### config.mk
export PLATFORM = sky130hd
export DESIGN_NAME = incap_unit
export DESIGN_NICKNAME = d
export VERILOG_FILES = /design/src/rtl/cap_pkg.sv /design/src/rtl/cap_sync.sv /design/src/rtl/cap_edge.sv /design/src/rtl/cap_chan.sv /design/src/rtl/cap_regs.sv /design/src/rtl/incap_unit.sv
export SDC_FILE = /design/constraint.sdc
export NUM_CORES = 1
export LEC_CHECK = 0
export BUFFER_PORTS_ARGS = -buffer_cell sky130_fd_sc_hd__buf_2
export CAP_MARGIN = 20
export CORE_MARGIN = 1.5
export CORE_UTILIZATION = 40
export CTS_CLUSTER_SIZE = 28
export DETAILED_ROUTE_END_ITERATION = 6
export PLACE_DENSITY = 0.67
export SYNTH_ARGS = -nofsm -noshare
export SYNTH_HDL_FRONTEND = slang
export SYNTH_HIERARCHICAL = 1
export SYNTH_SLANG_ARGS = --single-unit
### constraint.sdc
create_clock -name clk -period 4.15 [get_ports clk]
set_clock_uncertainty 0.2 [all_clocks]
set_input_delay 0.6225 -clock clk [delete_from_list [all_inputs] [get_ports clk]]
set_output_delay 0.6225 -clock clk [all_outputs]
set_load 0.01 [all_outputs]
### src/rtl/cap_pkg.sv
// Package: shared address map and edge qualification helper for the
// input-capture unit. Assumes edge selection is two bits per channel,
// rising enable in the even bit, falling enable in the odd bit.
package cap_pkg;

    localparam int ADDR_CTRL  = 0;
    localparam int ADDR_FLAGS = 1;
    localparam int ADDR_CAP0  = 2;

    // True when the level change from prev to cur matches the enables.
    function automatic logic edge_match(input logic rise_en, input logic fall_en,
                                        input logic cur, input logic prev);
        return (rise_en & cur & ~prev) | (fall_en & ~cur & prev);
    endfunction

endpackage

### src/rtl/cap_sync.sv
// Two-flop synchronizer bank. Each bit of async_in is brought into the clk
// domain independently; a level must stay put for two clocks to appear.
module cap_sync #(
    parameter int WIDTH = 4
) (
    input  logic             clk,
    input  logic             rst_n,
    input  logic [WIDTH-1:0] async_in,
    output logic [WIDTH-1:0] sync_out
);

    logic [WIDTH-1:0] stage1_q;
    logic [WIDTH-1:0] stage2_q;

    // Shift each input through two flops; clear both on reset.
    always_ff @(posedge clk) begin
        if (!rst_n) begin
            stage1_q <= '0;
            stage2_q <= '0;
        end else begin
            stage1_q <= async_in;
            stage2_q <= stage1_q;
        end
    end

    assign sync_out = stage2_q;

endmodule

### src/rtl/cap_edge.sv
// Edge qualifier for one channel. Remembers the level seen at the last
// strobe and reports a hit in a strobe cycle whose level change matches
// the enabled edges. Assumes smp is already synchronized.
module cap_edge (
    input  logic clk,
    input  logic rst_n,
    input  logic stb,
    input  logic smp,
    input  logic rise_en,
    input  logic fall_en,
    output logic hit
);
    import cap_pkg::*;

    logic prev_q;

    // Record the level observed at each strobe.
    always_ff @(posedge clk) begin
        if (!rst_n) begin
            prev_q <= 1'b0;
        end else if (stb) begin
            prev_q <= smp;
        end
    end

    // Qualify the edge only inside a strobe cycle.
    always_comb begin
        hit = stb & edge_match(rise_en, fall_en, smp, prev_q);
    end

    // outside strobes the remembered level never moves.
    a_r6_prev_hold: assert property (@(posedge clk) disable iff (!rst_n)
        !stb |=> $stable(prev_q));

endmodule

### src/rtl/cap_chan.sv
// Capture register and interrupt flag for one channel. On hit the timer
// value is latched and the flag set; a software clear only succeeds in a
// cycle without a hit.
module cap_chan #(
    parameter int TMR_W = 16
) (
    input  logic             clk,
    input  logic             rst_n,
    input  logic             hit,
    input  logic             clr,
    input  logic [TMR_W-1:0] timer_val,
    output logic [TMR_W-1:0] cap_q,
    output logic             flag_q
);

    // Latch the timer value on a qualified edge.
    always_ff @(posedge clk) begin
        if (!rst_n) begin
            cap_q <= '0;
        end else if (hit) begin
            cap_q <= timer_val;
        end
    end

    // Set on capture, clear on request; capture wins a tie.
    always_ff @(posedge clk) begin
        if (!rst_n) begin
            flag_q <= 1'b0;
        end else if (hit) begin
            flag_q <= 1'b1;
        end else if (clr) begin
            flag_q <= 1'b0;
        end
    end

    a_r7_value_taken: assert property (@(posedge clk) disable iff (!rst_n)
        hit |=> cap_q == $past(timer_val));
    a_r5_cap_hold: assert property (@(posedge clk) disable iff (!rst_n)
        !hit |=> $stable(cap_q));
    a_r9_capture_wins: assert property (@(posedge clk) disable iff (!rst_n)
        (hit && clr) |=> flag_q);
    a_r8_flag_sticky: assert property (@(posedge clk) disable iff (!rst_n)
        (flag_q && !clr) |=> flag_q);

endmodule

### src/rtl/cap_regs.sv
// Register port: holds the edge-select byte, turns flag-address writes into
// per-channel clear pulses, and muxes reads. Reads are combinational.
module cap_regs #(
    parameter int CH_N   = 4,
    parameter int TMR_W  = 16,
    parameter int CTRL_W = 2 * CH_N,
    parameter int ADDR_W = 3
) (
    input  logic                       clk,
    input  logic                       rst_n,
    input  logic [ADDR_W-1:0]          reg_addr,
    input  logic                       reg_wr,
    input  logic [CTRL_W-1:0]          reg_wdata,
    input  logic [CH_N-1:0]            flags,
    input  logic [CH_N-1:0][TMR_W-1:0] caps,
    output logic [CTRL_W-1:0]          ctrl_q,
    output logic [CH_N-1:0]            clr_vec,
    output logic [TMR_W-1:0]           reg_rdata
);
    import cap_pkg::*;

    logic wr_ctrl;
    logic wr_flags;

    // Decode the two writable addresses.
    always_comb begin
        wr_ctrl  = reg_wr && (reg_addr == ADDR_W'(ADDR_CTRL));
        wr_flags = reg_wr && (reg_addr == ADDR_W'(ADDR_FLAGS));
        clr_vec  = wr_flags ? reg_wdata[CH_N-1:0] : '0;
    end

    // Edge-select byte storage.
    always_ff @(posedge clk) begin
        if (!rst_n) begin
            ctrl_q <= '0;
        end else if (wr_ctrl) begin
            ctrl_q <= reg_wdata;
        end
    end

    // Read multiplexer over control, flags and capture registers.
    always_comb begin
        reg_rdata = '0;
        if (reg_addr == ADDR_W'(ADDR_CTRL)) begin
            reg_rdata = TMR_W'(ctrl_q);
        end else if (reg_addr == ADDR_W'(ADDR_FLAGS)) begin
            reg_rdata = TMR_W'(flags);
        end else begin
            for (int i = 0; i < CH_N; i++) begin
                if (reg_addr == ADDR_W'(ADDR_CAP0 + i)) begin
                    reg_rdata = caps[i];
                end
            end
        end
    end

    a_r10_ctrl_written: assert property (@(posedge clk) disable iff (!rst_n)
        (reg_wr && reg_addr == ADDR_W'(ADDR_CTRL)) |=> ctrl_q == $past(reg_wdata));
    a_r10_ctrl_kept: assert property (@(posedge clk) disable iff (!rst_n)
        !(reg_wr && reg_addr == ADDR_W'(ADDR_CTRL)) |=> $stable(ctrl_q));

endmodule

### src/rtl/incap_unit.sv
// Top of the four-channel input-capture unit. Inputs are synchronized,
// judged once per strobe against the enabled edges, and on a match the
// shared timer value is captured and the channel flag raised.
module incap_unit #(
    parameter int CH_N  = 4,
    parameter int TMR_W = 16,
    localparam int CTRL_W = 2 * CH_N,
    localparam int ADDR_W = $clog2(CH_N + 2)
) (
    input  logic              clk,
    input  logic              rst_n,
    input  logic              cyc_stb,
    input  logic [TMR_W-1:0]  timer_val,
    input  logic [CH_N-1:0]   cap_in,
    input  logic [ADDR_W-1:0] reg_addr,
    input  logic              reg_wr,
    input  logic [CTRL_W-1:0] reg_wdata,
    output logic [TMR_W-1:0]  reg_rdata,
    output logic [CH_N-1:0]   irq_flags
);

    logic [CH_N-1:0]            smp;
    logic [CH_N-1:0]            hit;
    logic [CH_N-1:0]            clr_vec;
    logic [CH_N-1:0]            flags;
    logic [CTRL_W-1:0]          ctrl_q;
    logic [CH_N-1:0][TMR_W-1:0] caps;

    cap_sync #(.WIDTH(CH_N)) sync_i (
        .clk      (clk),
        .rst_n    (rst_n),
        .async_in (cap_in),
        .sync_out (smp)
    );

    for (genvar n = 0; n < CH_N; n++) begin : g_chan
        cap_edge edge_i (
            .clk     (clk),
            .rst_n   (rst_n),
            .stb     (cyc_stb),
            .smp     (smp[n]),
            .rise_en (ctrl_q[2*n]),
            .fall_en (ctrl_q[2*n+1]),
            .hit     (hit[n])
        );

        cap_chan #(.TMR_W(TMR_W)) chan_i (
            .clk       (clk),
            .rst_n     (rst_n),
            .hit       (hit[n]),
            .clr       (clr_vec[n]),
            .timer_val (timer_val),
            .cap_q     (caps[n]),
            .flag_q    (flags[n])
        );
    end

    cap_regs #(
        .CH_N   (CH_N),
        .TMR_W  (TMR_W),
        .CTRL_W (CTRL_W),
        .ADDR_W (ADDR_W)
    ) regs_i (
        .clk       (clk),
        .rst_n     (rst_n),
        .reg_addr  (reg_addr),
        .reg_wr    (reg_wr),
        .reg_wdata (reg_wdata),
        .flags     (flags),
        .caps      (caps),
        .ctrl_q    (ctrl_q),
        .clr_vec   (clr_vec),
        .reg_rdata (reg_rdata)
    );

    assign irq_flags = flags;

    // a channel with no edge enabled never hits.
    for (genvar n = 0; n < CH_N; n++) begin : g_chk
        a_r5_idle_channel: assert property (@(posedge clk) disable iff (!rst_n)
            (ctrl_q[2*n+1 -: 2] == 2'b00) |-> !hit[n]);
    end

    // no hit is ever reported outside a strobe.
    a_r6_strobe_only: assert property (@(posedge clk) disable iff (!rst_n)
        !cyc_stb |-> (hit == '0));

endmodule

==> results of run 1 <==
## path summary, 6_finish.rpt
path | from | to | cells after the start
worst max-delay path | reg_addr[0] | reg_rdata[1] | 5
worst min-delay path | sync_i/stage1_q[0] | sync_i/sync_out[0] | 1
worst max register to register | regs_i/ctrl_q[1] | g_chan[0].chan_i/cap_q[15] | 4
worst min register to register | sync_i/stage1_q[0] | sync_i/sync_out[0] | 1
## layout make-up
cell class | instances | share of cell area (%)
multi-input cells | 270 | 46.11
flip-flops and latches | 88 | 39.09
repair buffers | 56 | 6.774
well taps | 133 | 3.692
clock buffers | 9 | 2.748
clock inverters | 7 | 1.582
## registers in the layout (all words and copies together) (netlist names)
register and flops:
g_chan.chan_i/cap_q 64, g_chan.chan_i/flag_q 4, regs_i/ctrl_q 8, sync_i/sync_out 4, g_chan.edge_i/prev_q 4, sync_i/stage1_q 4
## synthesized netlist by cell type (all sizes together)
master and n:
a21boi 8, o22ai 8, nor2 1, o21ai 12, a21oi 4, buf 19
o21a 8, nor4b 1, and4bb 1, or4b 1, clkbuf 6, mux2 4
nand3 4, mux2i 96, nand2b 2, nand2 20, nand4b 8, and2 12
dfxtp 88, a211o 4, a22oi 4, nor2b 72
## worst max-delay path, delay by kind of cell
family | cells | cell delay, ns
compound gates | 2 | 0.23
mux | 1 | 0.43
buf+inv | 2 | 0.97
## metal layers
layer / share of wire (%) / GRT usage, %
met5: 0 / 0
met1: 48 / 21.08
met3: 2.8 / 2.517
met4: 1.5 / 6.845
met2: 47 / 26.11
## where the power goes
part | total, uW | internal, uW | switching [uW]
clock network | 581 | 279 | 302
registers | 855 | 851 | 4.29
logic | 103 | 45.9 | 57.4
## stage by stage
step	cells	setup WS, ns	instance area (um^2)	util, %	hold slack (ns)
after floorplan	383	1.858	4065	-	0.2118
after global placement	546	1.108	4284	43.63	0.2141
after detailed placement	546	1.085	4284	43.63	0.2218
after CTS	562	1.078	4479	45.62	0.2439
after global routing	563	0.9550	4507	45.90	0.2597
final	563	1.075	4507	45.90	0.2408
## kinds of logic after synthesis
| logic type | synth area share [%] |
|---|---|
| AO/OA/AOI/OAI | 7.756 |
| buffers and inverters | 5.540 |
| flip-flops | 43.34 |
| multiplexers | 24.75 |
| AND/OR/NAND/NOR | 18.62 |
==> results.json, run 1 <==
{
  "port_buffers": 54,
  "via_per_inst": 4.947,
  "syn_nets": 418,
  "dieWidth_um": 103.8,
  "critPathMaxStageDelay_ns": 0.80,
  "design.die.area_um2": 10780,
  "final-hold-violation-count": 0,
  "status": "finished clean",
  "ir_drop_v": 0.0001812,
  "dp_hpwl_um": 5473,
  "cts-resized-gates": 0,
  "synth_cells": 383,
  "clock.fmax_ghz": 0.3252,
  "cp_max_fo": 44,
  "layout_common_cells": "mux2i_1 (96), dfxtp_1 (88), nor2b_1 (72), buf_2 (54), nand2_1 (20)",
  "num_vias": 2785,
  "ys_seq_elements": 88,
  "critPathCaptureType": "output pin",
  "final_common_cell": "mux2i_1",
  "nFillCells": 980,
  "yosys.area.top_type_share_pct": 43.34,
  "gp_congestion": 0.7789,
  "cts_made_buffers": 9,
  "setup_violations": 0,
  "ys_seq_area_share_pct": 43.34,
  "cp_common_cell": "buf_2",
  "hp-class": "reg2reg",
  "register_area_um2": 1762,
  "reg2reg_slack_ns": 2.13,
  "die_h_um": 103.8,
  "dr.pass1.iters": 4,
  "netlist_area_um2": 4065,
  "ios": 55,
  "yosysWarnings": 6,
  "drt-total-wl_um": 8327,
  "drc_errors": 0,
  "cts_hold_buf": 0,
  "multi_input_area_um2": 2078,
  "fin_tns_setup_ns": 0,
  "yosys.area.top_type": "dfxtp_1",
  "clkLatencyLatePin_ns": 0.35,
  "cp.arrival_ns": 2.25,
  "tritoncts": "yes",
  "synthDistinctLibCells": 26,
  "finalCritPeriodShare_pct": 74.10,
  "cts_setup_buffers": 0,
  "grt_pass1_vias": 2781,
  "finalCriticalPeriod_ns": 3.075,
  "crit_chain": "buf_2 -> mux2_2 -> a22oi_1 -> o21ai_0 -> buf_2",
  "worstPathRequired_ns": 3.33,
  "ant_nets": 0,
  "start_kind": "input pin",
  "fp-row-count": 36,
  "drive_gt1_share_pct": 18.37,
  "critical_path_class": "in2out",
  "n_antenna_cell": 0,
  "track_usage_pct": 16.04,
  "h-tree-depth": 3,
  "worst_slew_pin_slew_ns": 1.107,
  "syn_area_per_cell_um2": 10.61,
  "synth.area.top_cells": "dfxtp_1 (43%), mux2i_1 (24%), nor2b_1 (11%), buf_12 (2.0%), and2_1 (1.8%)",
  "nets": 460,
  "slew_violations": 0,
  "drt_iter0_markers": 100,
  "p_leak_uw": 0.001602,
  "cts_root_buf": "clkbuf_8",
  "cap_violations": 0,
  "grt_first_pass_wirelength_um": 13770,
  "initial_utilization_pct": 41.40,
  "grt_max_degree": 54,
  "gr-total-overflow": 0,
  "clk_pin_slew_ns": 0.09,
  "clock-sinks": 88,
  "p_per_area_nw_per_um2": 341.6,
  "clock_path_buffers": 2,
  "total_power_uw": 1539,
  "area_delta_synth_final_pct": 10.86,
  "routedWlPerCell_um": 14.79,
  "crit_slowest_cell": "buf_2",
  "antenna_found_initial": 0,
  "core_um2": 9819,
  "rsz0062_at_grt": "false",
  "slew_headroom_pct": 26.04
}
Power figures use the tool's default switching activity.
==> run 2: changes to the inputs <==
==> constraint.sdc (replaced) <==
create_clock -name clk -period 3 [get_ports clk]
set_clock_uncertainty 0.2 [all_clocks]
set_input_delay 0.45 -clock clk [delete_from_list [all_inputs] [get_ports clk]]
set_output_delay 0.45 -clock clk [all_outputs]
set_load 0.01 [all_outputs]
==> run 2 against run 1 <==
Effect of this change: final cell count is 0.89% higher; register-to-register slack worse by 0.66 ns; combinational power grew 41%; first-iteration DRC count fell by 10%; die area is the same; power grew 33%; global-route usage grew 0.19 points; critical path type unchanged; critical endpoint is now reg_rdata[8].
==> results.json, run 2 (same netlist as run 1, synthesis figures left out) <==
{
  "status": "finished clean",
  "clock.fmax_ghz": 0.4010,
  "routedWlPerCell_um": 14.88,
  "dr.pass1.iters": 4,
  "crit_slowest_cell": "buf_2",
  "worstPathRequired_ns": 2.35,
  "p_leak_uw": 0.001608,
  "slew_headroom_pct": 54.09,
  "holdWs_ns": 0.09723,
  "grt_pass1_vias": 2835,
  "multi_input_area_um2": 2078,
  "drive_gt1_share_pct": 18.39,
  "setup_violations": 0,
  "fin_ws_ns": 0.5064,
  "critical_path_class": "in2out",
  "min_to": "sync_i/stage1_q[0]",
  "ant_nets": 0,
  "clk_pin_slew_ns": 0.08,
  "core_um2": 9819,
  "via_per_inst": 5.004,
  "h-tree-depth": 3,
  "dieWidth_um": 103.8,
  "nFillCells": 981,
  "fp-row-count": 36,
  "finalCriticalPeriod_ns": 2.494,
  "antenna_found_initial": 0,
  "layout_common_cells": "mux2i_1 (96), dfxtp_1 (88), nor2b_1 (72), buf_2 (54), nand2_1 (20)",
  "min_from": "cap_in[0]",
  "top_register": "g_chan.chan_i/cap_q",
  "die_h_um": 103.8,
  "cts_hold_buf": 0,
  "drc_errors": 0,
  "track_usage_pct": 16.24,
  "design.die.area_um2": 10780,
  "reg2regPathDepth": 5,
  "tritoncts": "yes",
  "start_kind": "input pin",
  "ios": 55,
  "crit_chain": "buf_2 -> nand2b_1 -> o22ai_1 -> buf_2",
  "area_delta_synth_final_pct": 10.77,
  "clkPwrFrac_pct": 35.3,
  "register_area_um2": 1762,
  "cts_made_buffers": 9,
  "cts_root_buf": "clkbuf_8",
  "use_met2_pct": 26.02,
  "gp_congestion": 0.7120,
  "n_antenna_cell": 0,
  "finalCritPeriodShare_pct": 83.12,
  "cp_common_cell": "buf_2",
  "clock-sinks": 88,
  "initial_utilization_pct": 41.40,
  "drt-total-wl_um": 8452,
  "fin_tns_setup_ns": 0,
  "final-hold-violation-count": 0,
  "cp.arrival_ns": 1.84,
  "rsz0062_at_grt": "false",
  "nets": 466,
  "largest_reg_flops": 64,
  "hp-class": "in2reg",
  "critPathMaxStageDelay_ns": 0.50,
  "port_buffers": 54,
  "slew_violations": 0,
  "p_int_uw": 1586,
  "critPathBufInv": 2,
  "drt_iter0_markers": 90,
  "critical-path-top-delay-family": "buffers and inverters",
  "worst_slew_pin_slew_ns": 0.6887,
  "dpl_worst_slack_ns": 0.5272,
  "busiest_layer": "met2",
  "switchingPower_uw": 467.6,
  "grt_first_pass_wirelength_um": 13920,
  "p_comb_share_pct": 7.1,
  "gr-total-overflow": 0,
  "seqPwrFrac_pct": 57.6,
  "min_path_cells": 2,
  "use_met1_pct": 21.13,
  "grt_max_degree": 89,
  "final_core_utilization_pct": 45.86,
  "cap_violations": 0,
  "clock_path_buffers": 2,
  "critPathCaptureType": "output pin",
  "netSwitchingFraction_pct": 22.78,
  "reg2reg_to": "g_chan[3].chan_i/cap_q[14]",
  "reg2reg_slack_ns": 1.47,
  "r2r-start": "regs_i/ctrl_q[6]",
  "cts_setup_buffers": 0,
  "top_regs": "g_chan.chan_i/cap_q (64), regs_i/ctrl_q (8)",
  "ir_drop_v": 0.0001901,
  "grt.met3_usage_pct": 3.524,
  "p_per_area_nw_per_um2": 455.9,
  "dp_hpwl_um": 5481,
  "cts-resized-gates": 0,
  "final_common_cell": "mux2i_1",
  "num_vias": 2842,
  "cp_max_fo": 29,
  "clkLatencyLatePin_ns": 0.35
}
==> run 2: cell types whose count changed in the layout (fill, tap and decap cells not counted) <==
cell / previous run / this run
clkbuf_1: 0 / 4
inv_6: 1 / 0
bufinv_16: 1 / 0
clkinv_2: 3 / 0
buf_4: 1 / 8
clkbuf_8: 9 / 11
clkinv_4: 2 / 0
buf_16: 1 / 0
==> run 2: power by group through the flow <==
| stage | logic, uW | clock network, uW | registers [uW] |
|---|---|---|---|
| 6_report | 145 | 725 | 1180 |
| 2_1_floorplan | 87.0 | 0 | 1210 |
| 3_3_place_gp | 143 | 0 | 1210 |
| 3_5_place_dp | 146 | 0 | 1210 |
| 5_1_grt | 158 | 797 | 1180 |
| 4_1_cts | 146 | 753 | 1180 |
==> run 2: how the worst max path moves through the flow <==
stage	from	endpoint	slack (ns)	depth (start not counted)
floorplan	reg_addr[0]	reg_rdata[2]	1.05	5
global placement	reg_addr[2]	reg_rdata[14]	0.59	4
detailed placement	reg_addr[2]	reg_rdata[8]	0.53	4
CTS	reg_addr[2]	reg_rdata[8]	0.51	4
global route	reg_addr[2]	reg_rdata[8]	0.39	4
finish	reg_addr[2]	reg_rdata[8]	0.51	4
==> run 2: metal layers <==
metal  vias up  part of all wire (%)
li1       1421                     -
met1      1354                    48
met2        58                    46
met3         9                   4.5
met4         0                   1.6
met5         -                     0
==> run 2: per-stage QoR <==
stage                     instances  cell area, um^2  total power, uW
after global placement          553             4337             1353
after CTS                       568             4503             2082
after detailed placement        553             4337             1356
after floorplan                 383             4065             1296
final                           568             4503             2053
after global routing            568             4503             2139
==> run 2: final cells by class <==
type | instances | area share, %
clock buffers | 15 | 3.695
multi-input cells | 270 | 46.15
flip-flops and latches | 88 | 39.12
well taps | 133 | 3.695
repair buffers | 62 | 7.335
==> run 2: worst register-to-register path, cell delays in order, from the launching register on <==
cell	delay [ns]
dfxtp_1	0.38
nand4b_1	0.13
nand2_1	0.09
buf_4	0.32
mux2i_1	0.26
nor2b_1	0.06
==> run 3: changes to the inputs <==
--- a/config.mk
+++ b/config.mk
@@ -5,6 +5,7 @@
 export SDC_FILE = /design/constraint.sdc
 export NUM_CORES = 1
 export LEC_CHECK = 0
+export ABC_AREA = 1
 export BUFFER_PORTS_ARGS = -buffer_cell sky130_fd_sc_hd__buf_2
 export CAP_MARGIN = 20
 export CORE_MARGIN = 1.5
==> constraint.sdc (replaced) <==
create_clock -name clk -period 2.5 [get_ports clk]
set_clock_uncertainty 0.2 [all_clocks]
set_input_delay 0.375 -clock clk [delete_from_list [all_inputs] [get_ports clk]]
set_output_delay 0.375 -clock clk [all_outputs]
set_load 0.01 [all_outputs]
==> run 3 against run 2 <==
Effect of this change: hold slack lost 0.024 ns; via count grew 34%; register-to-register slack lost 0.74 ns; power grew 32%; clock-buffer cell count shrank 4; area after synthesis shrank 3.7%; die area shrank 3.6%; non-clock buffer count grew 11; core utilization grew 2.2 points; critical path type unchanged; largest cell class is now sequential cells; highest routed layer unchanged.
==> results.json, run 3 <==
{
  "finalCriticalPeriod_ns": 2.308,
  "r2r-start": "regs_i/ctrl_q[7]",
  "multi_input_area_um2": 1759,
  "syn_nets": 602,
  "synth.area.top_cells": "dfxtp_1 (45%), nor2_1 (16%), o21ai_0 (8.9%), nand2_1 (8.0%), nand3_1 (4.6%)",
  "dpl.cell_count": 739,
  "layout_common_cells": "nor2_1 (169), dfxtp_1 (88), nand2_1 (83), o21ai_0 (70), buf_2 (54)",
  "initial_utilization_pct": 41.79,
  "ir_drop_v": 0.0003427,
  "track_usage_pct": 21.54,
  "slew_violations": 0,
  "port_buffers": 54,
  "ys.flop_type": "dfxtp_1",
  "cap_violations": 0,
  "ys_seq_area_share_pct": 44.98,
  "drt_iter0_markers": 316,
  "n_antenna_cell": 0,
  "ys_seq_elements": 88,
  "top_register": "g_chan.chan_i/cap_q",
  "dp_hpwl_um": 7415,
  "p_per_area_nw_per_um2": 602.2,
  "routedWlPerCell_um": 14.18,
  "final-hold-violation-count": 0,
  "ios": 55,
  "drive_gt1_share_pct": 15.71,
  "worst_slew_pin_slew_ns": 0.5716,
  "core_um2": 9371,
  "gp_congestion": 0.8359,
  "register_area_um2": 1762,
  "fin_ws_ns": 0.1924,
  "fin_tns_setup_ns": 0,
  "hp-class": "in2reg",
  "tritoncts": "yes",
  "nFillCells": 990,
  "reg2regPathDepth": 7,
  "setup_violations": 0,
  "clock-sinks": 88,
  "critPathCaptureType": "output pin",
  "p_leak_uw": 0.002152,
  "cp_max_fo": 16,
  "reg2reg_to": "g_chan[3].chan_i/cap_q[12]",
  "dpl_worst_slack_ns": 0.1410,
  "syn_area_per_cell_um2": 6.907,
  "nets": 660,
  "cp-endpoint": "reg_rdata[4]",
  "grt_pass1_vias": 3622,
  "ant_nets": 0,
  "design.die.area_um2": 10390,
  "critical_path_class": "in2out",
  "h-tree-depth": 3,
  "cp.arrival_ns": 1.73,
  "area_delta_synth_final_pct": 15.05,
  "top_regs": "g_chan.chan_i/cap_q (64), regs_i/ctrl_q (8)",
  "num_vias": 3820,
  "grt_max_degree": 37,
  "netlist_area_um2": 3916,
  "start_kind": "input pin",
  "clk_pin_slew_ns": 0.09,
  "clkLatencyLatePin_ns": 0.37,
  "final_common_cell": "nor2_1",
  "cts_setup_buffers": 0,
  "synthDistinctLibCells": 25,
  "synth_edf_count": 0,
  "slew_headroom_pct": 61.85,
  "rsz0062_at_grt": "false",
  "reg2reg_slack_ns": 0.73,
  "die_h_um": 101.9,
  "dieWidth_um": 101.9,
  "cts_root_buf": "clkbuf_8",
  "yosys-top-cells-count": "nor2_1 (170), dfxtp_1 (88), nand2_1 (83), o21ai_0 (70), inv_1 (45)",
  "fp-row-count": 35,
  "largest_reg_flops": 64,
  "yosysWarnings": 6,
  "antenna_found_initial": 0,
  "yosysMostFrequentCell": "nor2_1",
  "grt_first_pass_wirelength_um": 17310,
  "yosys.area.top_type_share_pct": 44.98,
  "gr-total-overflow": 0,
  "status": "finished clean",
  "final_core_utilization_pct": 48.08,
  "finalCritPeriodShare_pct": 92.30,
  "via_per_inst": 5.033,
  "final_cells": 759,
  "worstPathRequired_ns": 1.92,
  "clock.fmax_ghz": 0.4334,
  "cts_made_buffers": 9,
  "synth_cells": 567,
  "clock_path_buffers": 2,
  "yosys.area.top_type": "dfxtp_1",
  "dr.pass1.iters": 5,
  "drt-total-wl_um": 10760,
  "async_flop_share_pct": 0,
  "crit_start": "reg_addr[2]",
  "drc_errors": 0
}
run 3: cells by family after synthesis:
family	synth area share (%)
flip-flops	44.98
AO/OA/AOI/OAI	12.72
AND/OR/NAND/NOR	32.14
buffers and inverters	10.16
run 3: worst max-delay path: stages:
cell and delay, ns:
buf_2 0.25, clkinv_4 0.19, nor2_2 0.18, inv_2 0.16, or2_2 0.31, nand2_1 0.07
nand2_1 0.05, buf_2 0.13
run 3: repair_timing:
item,4_1_cts,5_1_grt
hold endpoints to repair,4,0
hold buffers,4,0
resized for setup,0,1
endpoints found under the setup margin,0,3
run 3: metrics by stage:
step                power (uW)  hold slack, ns  instance area [um^2]
CTS                       2737         0.06007                  4503
finish                    2713         0.07278                  4506
global route              2839         0.07862                  4506
detailed placement        1818          0.1981                  4280
floorplan                 1698          0.1905                  3916
global placement          1809          0.1936                  4280
run 3: worst min-delay path by stage:
stage                  startpoint                  to  slack [ns]  cells after the start
5_1_grt              reg_wdata[4]    regs_i/ctrl_q[4]        0.08                      3
6_report             reg_wdata[4]    regs_i/ctrl_q[4]        0.07                      3
4_1_cts              reg_wdata[4]    regs_i/ctrl_q[4]        0.06                      3
3_5_place_dp   sync_i/stage1_q[1]  sync_i/sync_out[1]        0.20                      2
3_3_place_gp   sync_i/stage1_q[2]  sync_i/sync_out[2]        0.19                      2
2_1_floorplan  sync_i/stage1_q[0]  sync_i/sync_out[0]        0.19                      2
run 3: metal layers:
metal	vias to the layer above	wire length (um)	global-route usage [%]
li1	1915	-	-
met1	1760	4919	27.35
met2	125	5038	36.10
met3	20	612	4.856
met4	0	189	7.587
met5	-	0	0
run 3: final cells by class:
cell class	instances	share of cell area, %
repair buffers	73	9.664
clock buffers	11	3.138
clock inverters	5	0.9164
well taps	129	3.582
multi-input cells	401	39.04
flip-flops and latches	88	39.10
inverters	52	4.554
run 3: power by group:
| part | switching (uW) | internal, uW | leakage, uW |
|---|---|---|---|
| sequential | 33.8 | 1460 | 0.000717 |
| clock | 523 | 396 | 0.0000861 |
| combinational | 195 | 104 | 0.00135 |
